`src/rtl/pca_pkg.sv`:
```
package pca_pkg;

  parameter int unsigned PCA_AW  = 8;
  parameter int unsigned PCA_OPW = 2;

  typedef enum logic [1:0] {
    SRC_ZERO = 2'b00,
    SRC_DATA = 2'b01,
    SRC_PC   = 2'b10,
    SRC_BOTH = 2'b11
  } src_e;

  function automatic src_e src_of(input logic sp, input logic sd);
    return src_e'({sp, sd});
  endfunction

endpackage

```
`src/rtl/pca_incr.sv`:
```
module pca_incr #(
  parameter int unsigned W = 8
) (
  input  logic [W-1:0] a_i,
  output logic [W-1:0] sum_o,
  output logic         cout_o
);
  logic [W:0] carry;

  assign carry[0] = 1'b1;

  for (genvar i = 0; i < W; i++) begin : g_ha
    assign sum_o[i]   = a_i[i] ^ carry[i];
    assign carry[i+1] = a_i[i] & carry[i];
  end

  assign cout_o = carry[W];
endmodule

```
`src/rtl/pca_sel.sv`:
```
module pca_sel #(
  parameter int unsigned W = 8
) (
  input  logic [W-1:0] pc_i,
  input  logic [W-1:0] data_i,
  input  logic         sel_pc_i,
  input  logic         sel_data_i,
  output logic [W-1:0] y_o
);
  for (genvar i = 0; i < W; i++) begin : g_aoi
    assign y_o[i] = (pc_i[i] & sel_pc_i) | (data_i[i] & sel_data_i);
  end
endmodule

```
`src/rtl/pca_reg.sv`:
```
module pca_reg #(
  parameter int unsigned W = 8
) (
  input  logic         clk,
  input  logic         rst_n,
  input  logic         ld_n,
  input  logic [W-1:0] d_i,
  output logic [W-1:0] q_o
);
  always_ff @(posedge clk or negedge rst_n) begin
    if (!rst_n)     q_o <= '0;
    else if (!ld_n) q_o <= d_i;
  end

  // an idle strobe keeps the register
  p_hold_r8: assert property (@(posedge clk) disable iff (!rst_n)
    ld_n |=> $stable(q_o));
endmodule

```
`src/rtl/pc_addr_path.sv`:
```
module pc_addr_path #(
  parameter int unsigned AW  = pca_pkg::PCA_AW,
  parameter int unsigned OPW = pca_pkg::PCA_OPW
) (
  input  logic          clk,
  input  logic          rst_n,
  input  logic          sel_pc_i,
  input  logic          sel_data_i,
  input  logic          ld_pc_n,
  input  logic          ld_adr_n,
  input  logic [AW-1:0] data_i,
  output logic [AW-1:0] addr_o,
  output logic [OPW-1:0] opcode_o
);
  import pca_pkg::*;

  localparam int unsigned OP_LSB = AW - OPW;

  logic [AW-1:0] pc_q, adr_q, sel_y, inc_y;
  logic          inc_cout;
  src_e          src;
  logic          wrap_evt;
  logic          adr_load_evt;

  pca_sel #(.W(AW)) u_sel (
    .pc_i(pc_q), .data_i(data_i), .sel_pc_i(sel_pc_i),
    .sel_data_i(sel_data_i), .y_o(sel_y));

  pca_incr #(.W(AW)) u_inc (
    .a_i(adr_q), .sum_o(inc_y), .cout_o(inc_cout));

  pca_reg #(.W(AW)) u_adr (
    .clk(clk), .rst_n(rst_n), .ld_n(ld_adr_n), .d_i(sel_y), .q_o(adr_q));

  pca_reg #(.W(AW)) u_pc (
    .clk(clk), .rst_n(rst_n), .ld_n(ld_pc_n), .d_i(inc_y), .q_o(pc_q));

  assign src          = src_of(sel_pc_i, sel_data_i);
  assign wrap_evt     = inc_cout & ~ld_pc_n;
  assign adr_load_evt = ~ld_adr_n;

  assign addr_o   = adr_q;
  assign opcode_o = adr_q[AW-1:OP_LSB];

  // both selects low forces zero
  p_zero_load_r4: assert property (@(posedge clk) disable iff (!rst_n)
    (adr_load_evt && src == SRC_ZERO) |=> adr_q == '0);

  // data-only select loads the external address
  p_data_load_r3: assert property (@(posedge clk) disable iff (!rst_n)
    (adr_load_evt && src == SRC_DATA) |=> adr_q == $past(data_i));

  // PC-only select copies the counter
  p_pc_load_r2: assert property (@(posedge clk) disable iff (!rst_n)
    (adr_load_evt && src == SRC_PC) |=> adr_q == $past(pc_q));

  // counter reloads with address plus one
  p_pc_next_r6: assert property (@(posedge clk) disable iff (!rst_n)
    !ld_pc_n |=> pc_q == $past(adr_q) + 1'b1);

  // carry out of the chain means the counter wraps to zero
  p_wrap_r7: assert property (@(posedge clk) disable iff (!rst_n)
    wrap_evt |=> pc_q == '0);
endmodule

```
`config.mk`:
```
export PLATFORM = sky130hd
export DESIGN_NAME = pc_addr_path
export DESIGN_NICKNAME = d
export VERILOG_FILES = /design/src/rtl/pca_pkg.sv /design/src/rtl/pca_incr.sv /design/src/rtl/pca_sel.sv /design/src/rtl/pca_reg.sv /design/src/rtl/pc_addr_path.sv
export SDC_FILE = /design/constraint.sdc
export NUM_CORES = 1
export LEC_CHECK = 0
export BUFFER_PORTS_ARGS = -buffer_cell sky130_fd_sc_hd__buf_2
export CORE_MARGIN = 2
export CORE_UTILIZATION = 48
export DETAILED_ROUTE_END_ITERATION = 16
export PLACE_DENSITY = 0.86
export SLEW_MARGIN = 20
export SYNTH_ARGS = -nofsm -noshare
export SYNTH_HDL_FRONTEND = slang
export SYNTH_SLANG_ARGS = --single-unit
```
`constraint.sdc`:
```
create_clock -name clk -period 2.6 [get_ports clk]
set_input_delay 0.13 -clock clk [delete_from_list [all_inputs] [get_ports clk]]
set_output_delay 0.13 -clock clk [all_outputs]
set_load 0.005 [all_outputs]
```
==> metrics.md, run 1 <==
| Metric | Value |
|---|---|
| Routed length per instance | 14.0 um |
| Setup CP Type | reg -> reg |
| Warnings, synthesis | 0 |
| Synth Area in Adders | 9.77% |
| WP buf/inv | 0 |
| Total global-route track usage | 18.0% |
| Crit path top cell by count | ha_1 |
| Required @ worst endpoint | 2790 ps |
| Setup TNS | 0 ps |
| Vias in the first global route | 560 |
| Layout Cells excl Fill | 101 |
| Die width | 44.0 um |
| Worst Setup End Kind | flop |
| Initial antenna violation count | 0 |
| RSZ-0062 raised after global routing | no |
| Fin. Hold Viols | 0 |
| Post-synthesis simple-gate area fraction | 4.89% |
| CP top delay family | adder cells |
| H-tree depth | 1 |
| Detail Route Antenna Nets | 0 |
| First-pass GRT wire length | 2410 um |
| Compound-Gate Fraction of Synth Area | 14.3% |
| Peak Freq | 0.507 GHz |
| Worst rel slew slack | 77.3% |
| Die Y | 44.0 um |
| CP max FO | 4 |
| Async SR Flop Fraction | 100% |
| Syn Area/Cell | 12.2 sq um |
| Largest net degree at the start of global routing | 17 |
| Slowest-stage cell, CP | dfrtp_1 |
| Final GP Congestion | 0.724 |
| HP Class | in -> reg |
| Worst-Skew Late Latency | 290 ps |
| Row cnt | 14 |
| Clock sink count | 16 |
| Die area | 1940 sq um |
| Crit-path cells | ha_1 > ha_1 > ha_1 > ha_1 > ha_1 > ha_1 > mux2_4 |
| Post-synth EDFFs | 0 |
| CTS tree | done |
| Congestion Overflow GR | 0 |
| Worst slack, placed | 625 ps |
| Yosys top cell by area | dfrtp_1 |
| Count leader, synth | dfrtp_1 |
| Floorplan Core Area | 1510 sq um |
| DRC Markers | 0 |
| Synth Flop Type | dfrtp_1 |
| Synthesized flop and latch total | 16 |
| Max-cap violation count | 0 |
| Synth top area share | 52.1% |
| Pwr per Cell Area | 683 nW/um^2 |
| Total Nets Final | 106 |
| Static leakage | 0.000480 uW |
| CTS Buf Count | 3 |
| Max Slew Vio Count | 0 |
| Status | finished, final reports clean |
| Share of post-route cells with drive strength above 1 | 38.8% |
| Cells after DPL | 96 |
| DRT iter0 DRCs | 3 |
| Top post-synthesis cells by area | dfrtp_1, mux2_4, ha_1, a22oi_1, o21ai_0 |
| CTS Buffer Depth | 2 |
| Max incr delay on CP | 420 ps |
| DR vias | 557 |
| First-pass DRT Iterations | 4 |
| # port buffers | 23 |
| Clock root buffer | clkbuf_4 |
| Final Critical Period | 1970 ps |
| IO Pins | 24 |
| Final setup vio count | 0 |
| CP Data Arrival Time | 2160 ps |
| Mapped Cells | 63 |
| Clk slew on worst S/H paths | 90 ps |
| Number of inserted diodes | 0 |
| Synth cell types | 10 |
| Area Overhead vs Synth | 17.6% |
| Avg Vias per Cell | 5.51 |
| Fillcell total | 127 |
| Detailed placement HPWL | 1070 um |
| Max Clock Skew | 9.40 ps |
| Initial core utilization | 51.0% |
| Post-synthesis mux area share | 11.7% |
| Wirelength, routed | 1420 um |
| Post-CTS Setup Repair Bufs | 0 |
| XOR/XNOR Fraction of Synth Area | 1.14% |
| Worst setup margin | 627 ps |
| Maximum VDD drop | 492 uV |
| Worst-Margin Slew | 341 ps |
| Tcrit/Tclk final | 75.9% |
| Synthesized cell area | 768 sq um |
| CP Launch Type | flop |
| Synth top cells by count | dfrtp_1, nand2_1, o21ai_0 |
| Largest family of logic cells by synthesized area | compound AO/OA/AOI/OAI gates |
| Register area share after synthesis | 52.1% |
| Syn Nets | 83 |
## worst reg2reg max path: cells and delay by family, from the launching register on
family                   cells  cell delay (ps)
flip-flops                   1              420
multiplexers                 1              260
adder cells (fa/ha/maj)      6             1190
## timing repair
| item | CTS | global route |
|---|---|---|
| endpoints found under the setup margin | 0 | 0 |
| gates resized for setup | 0 | 0 |
| hold buffers | 1 | 0 |
| hold endpoints to repair | 16 | 0 |
## where the power goes
| group | switching, uW | internal, uW |
|---|---|---|
| combinational | 51.9 | 75.4 |
| clock | 78.2 | 85.4 |
| sequential | 32.6 | 293 |
| total | 163 | 454 |
## layout by cell type (no fill, tap or decap), types with 3 or more instances in the layout
cell | Yosys | final
buf_2 | 1 | 23
dfrtp_1 | 16 | 16
nand2_1 | 10 | 10
o21ai_0 | 10 | 10
a22oi_1 | 8 | 8
mux2_4 | 6 | 6
ha_1 | 6 | 6
clkbuf_4 | 0 | 3
## layer usage
metal / global-route usage, % / wire length (um) / up-vias
li1: - / - / 265
met1: 19.3 / 587 / 267
met2: 30.9 / 701 / 21
met3: 6.25 / 104 / 4
met4: 9.09 / 25 / 0
met5: 0 / 0 / -
## sequential cells by signal, indices dropped and copies added (netlist names)
signal and count:
u_adr.q_o 8, u_pc.q_o 8
## logic make-up (layout without fill, tap and decap cells)
kind of cell / count (synthesis) / in the layout
AO/OA/AOI/OAI: 18 / 18
flip-flops: 16 / 16
AND/OR/NAND/NOR: 10 / 10
adder cells (fa/ha/maj): 6 / 6
multiplexers: 6 / 6
buffers and inverters: 6 / 28
XOR/XNOR: 1 / 1
## area by class of cell
class	count	area (sq um)	area share (%)
clock buffer	4	36.3	4.02
multi-input combinational	41	322	35.6
sequential	16	400	44.3
tap	16	20.0	2.22
timing repair buffer	24	125	13.9
## path summary, 6_finish.rpt
check / slack, ps / cells after the start / from / endpoint
max: 630 / 7 / u_adr.q_o[0] / u_pc.q_o[6]
min: 120 / 3 / data_i[5] / u_adr.q_o[5]
max reg2reg: 630 / 7 / u_adr.q_o[0] / u_pc.q_o[6]
min reg2reg: 500 / 2 / u_pc.q_o[0] / u_pc.q_o[0]
max in group asynchronous: 2080 / 2 / rst_n / u_pc.q_o[1]
min in group asynchronous: 260 / 2 / rst_n / u_adr.q_o[5]
## stage by stage
step | power [uW] | util (%) | instance area [sq um] | hold WS (ps)
final | 617 | 60.0 | 903 | 125
after global routing | 654 | 60.0 | 903 | 149
after CTS | 624 | 60.0 | 903 | 119
after detailed placement | 458 | 56.9 | 857 | 52.2
after global placement | 449 | 56.9 | 857 | 54.5
after floorplan | 409 | - | 768 | -166
No activity file was read; power rests on OpenSTA's default activity.
==> run 2: changes to the inputs <==
- CORE_UTILIZATION: 48 -> 43
- PLACE_DENSITY: 0.86 -> 0.82
- clock period: 2.6 -> 1.8 ns (I/O delays scaled with it)
==> metrics.md, run 2 (synthesis results as in run 1) <==
| Metric | Value |
|---|---|
| Crit-path cells | ha_2 > ha_4 > ha_4 > ha_4 > ha_4 > ha_4 > mux2_4 |
| First-pass GRT wire length | 2510 um |
| Critical path depth | 7 |
| # port buffers | 23 |
| H-tree depth | 1 |
| Largest net degree at the start of global routing | 17 |
| DR vias | 555 |
| Crit path top cell by count | ha_4 |
| WL met1 | 659 um |
| Max Clock Skew | 7.37 ps |
| DR WL met2 | 835 um |
| Tcrit/Tclk final | 98.1% |
| Worst setup margin | 34.8 ps |
| Vias in the first global route | 556 |
| Max Slew Vio Count | 0 |
| Worst Setup End Kind | flop |
| Peak Freq | 0.566 GHz |
| Pwr per Cell Area | 926 nW/um^2 |
| CTS tree | done |
| Clk slew on worst S/H paths | 100 ps |
| Detail Route Antenna Nets | 0 |
| Worst slack, placed | 18.9 ps |
| Floorplan Core Area | 1710 sq um |
| Flop-to-flop setup slack | 30 ps |
| Static leakage | 0.000479 uW |
| Worst setup path end | u_pc.q_o[6] |
| Slowest-stage cell, CP | dfrtp_1 |
| Crit path launch | u_adr.q_o[0] |
| DRC Markers | 0 |
| Final Critical Period | 1770 ps |
| Layout Cells excl Fill | 112 |
| R2r endpoint | u_pc.q_o[6] |
| FF-to-FF Start | u_adr.q_o[0] |
| Area Overhead vs Synth | 29.5% |
| Initial core utilization | 45.0% |
| Row cnt | 15 |
| Most common cell after layout, fill and taps aside | buf_2 |
| Die Y | 46.3 um |
| Congestion Overflow GR | 0 |
| Routed length per instance | 13.8 um |
| Detailed-routed wire length on met3 | 45 um |
| CP Data Arrival Time | 1940 ps |
| Detailed placement HPWL | 1100 um |
| Worst-Skew Late Latency | 280 ps |
| Max-cap violation count | 0 |
| RSZ-0062 raised after global routing | yes |
| R2r worst-path depth | 7 |
| Fillcell total | 142 |
| CP max FO | 2 |
| Maximum VDD drop | 454 uV |
| Total Nets Final | 108 |
| HP Class | in -> reg |
| Die area | 2140 sq um |
| Avg Vias per Cell | 4.96 |
| First-pass DRT Iterations | 4 |
| Max incr delay on CP | 390 ps |
| Number of inserted diodes | 0 |
| Total global-route track usage | 17.2% |
| Worst rel slew slack | 76.2% |
| Worst-Margin Slew | 357 ps |
| CTS Buffer Depth | 2 |
| Setup CP Type | reg -> reg |
| Die width | 46.3 um |
| Largest regs | u_adr.q_o: 8 flops, u_pc.q_o: 8 flops |
| CTS Buf Count | 3 |
| WP buf/inv | 0 |
| CP Launch Type | flop |
| CP top delay family | adder cells |
| Most frequent cells in the layout | buf_2, dfrtp_1, nand2_1, o21ai_0, a22oi_1 |
| Status | finished, final reports clean |
| Clock root buffer | clkbuf_4 |
| DRT iter0 DRCs | 8 |
| Share of post-route cells with drive strength above 1 | 47.1% |
| Fin. Hold Viols | 0 |
| Wirelength, routed | 1540 um |
| Top layer in use | met3 |
| IO Pins | 24 |
| Clock sink count | 16 |
| Final setup vio count | 0 |
| Required @ worst endpoint | 1980 ps |
| Post-CTS Setup Repair Bufs | 0 |
| Initial antenna violation count | 0 |
| Final GP Congestion | 0.748 |
| Cells after DPL | 107 |
-- run 2: cell count changes in the layout (fill, tap and decap cells not counted) --
cell   delta
ha_1      -6
ha_2      +1
buf_4     +2
ha_4      +5
-- run 2: cell type report --
cell class                      count  area, sq um  share of cell area (%)
Sequential cell                    16          400                    40.3
Multi-Input combinational cell     41          387                    38.9
Timing Repair Buffer               26          140                    14.1
Clock buffer                        4         36.3                    3.65
Tap cell                           25         31.3                    3.14
-- run 2: report_power, final --
part           switching, uW  leakage [uW]  internal (uW)
Combinational           82.5      0.000259            127
Clock                    113     0.0000210            123
Sequential              52.2      0.000200            424
Total                    248      0.000479            674
-- run 2: worst reg2reg max path, delay by kind of cell, from the launching register on --
family	cells	cell delay, ps
adder cells (fa/ha/maj)	6	1010
multiplexers	1	260
flip-flops	1	390
-- run 2: worst min-delay path by stage --
stage / start / to / slack (ps) / cells past startpoint
floorplan: rst_n / u_adr.q_o[0] / -210 / 0
global placement: rst_n / u_adr.q_o[7] / 20 / 1
detailed placement: rst_n / u_adr.q_o[7] / 20 / 1
CTS: data_i[1] / u_adr.q_o[1] / 90 / 3
global route: data_i[2] / u_adr.q_o[2] / 110 / 3
finish: data_i[1] / u_adr.q_o[1] / 100 / 3
-- run 2: timing repair --
action                     CTS  global route
resized for setup            0             1
setup endpoints to repair    0             2
hold buffers                 1             0
hold endpoints to repair    16             0
-- run 2: layer usage --
layer | track usage, % | up-vias
met1 | 21.0 | 273
met3 | 4.71 | 0
met2 | 28.6 | 12
li1 | - | 270
met4 | 6.86 | 0
met5 | 0 | -
-- run 2: through the flow --
step	utilization [%]	total power, uW	hold slack (ps)	TNS [ps]	area (sq um)
6_report	58.2	922	96.1	0	995
5_1_grt	58.2	983	113	-14.9	995
4_1_cts	57.7	927	90.8	0	985
3_5_place_dp	54.9	688	18.1	0	938
3_3_place_gp	54.9	677	17.4	0	938
2_1_floorplan	-	607	-206	0	823
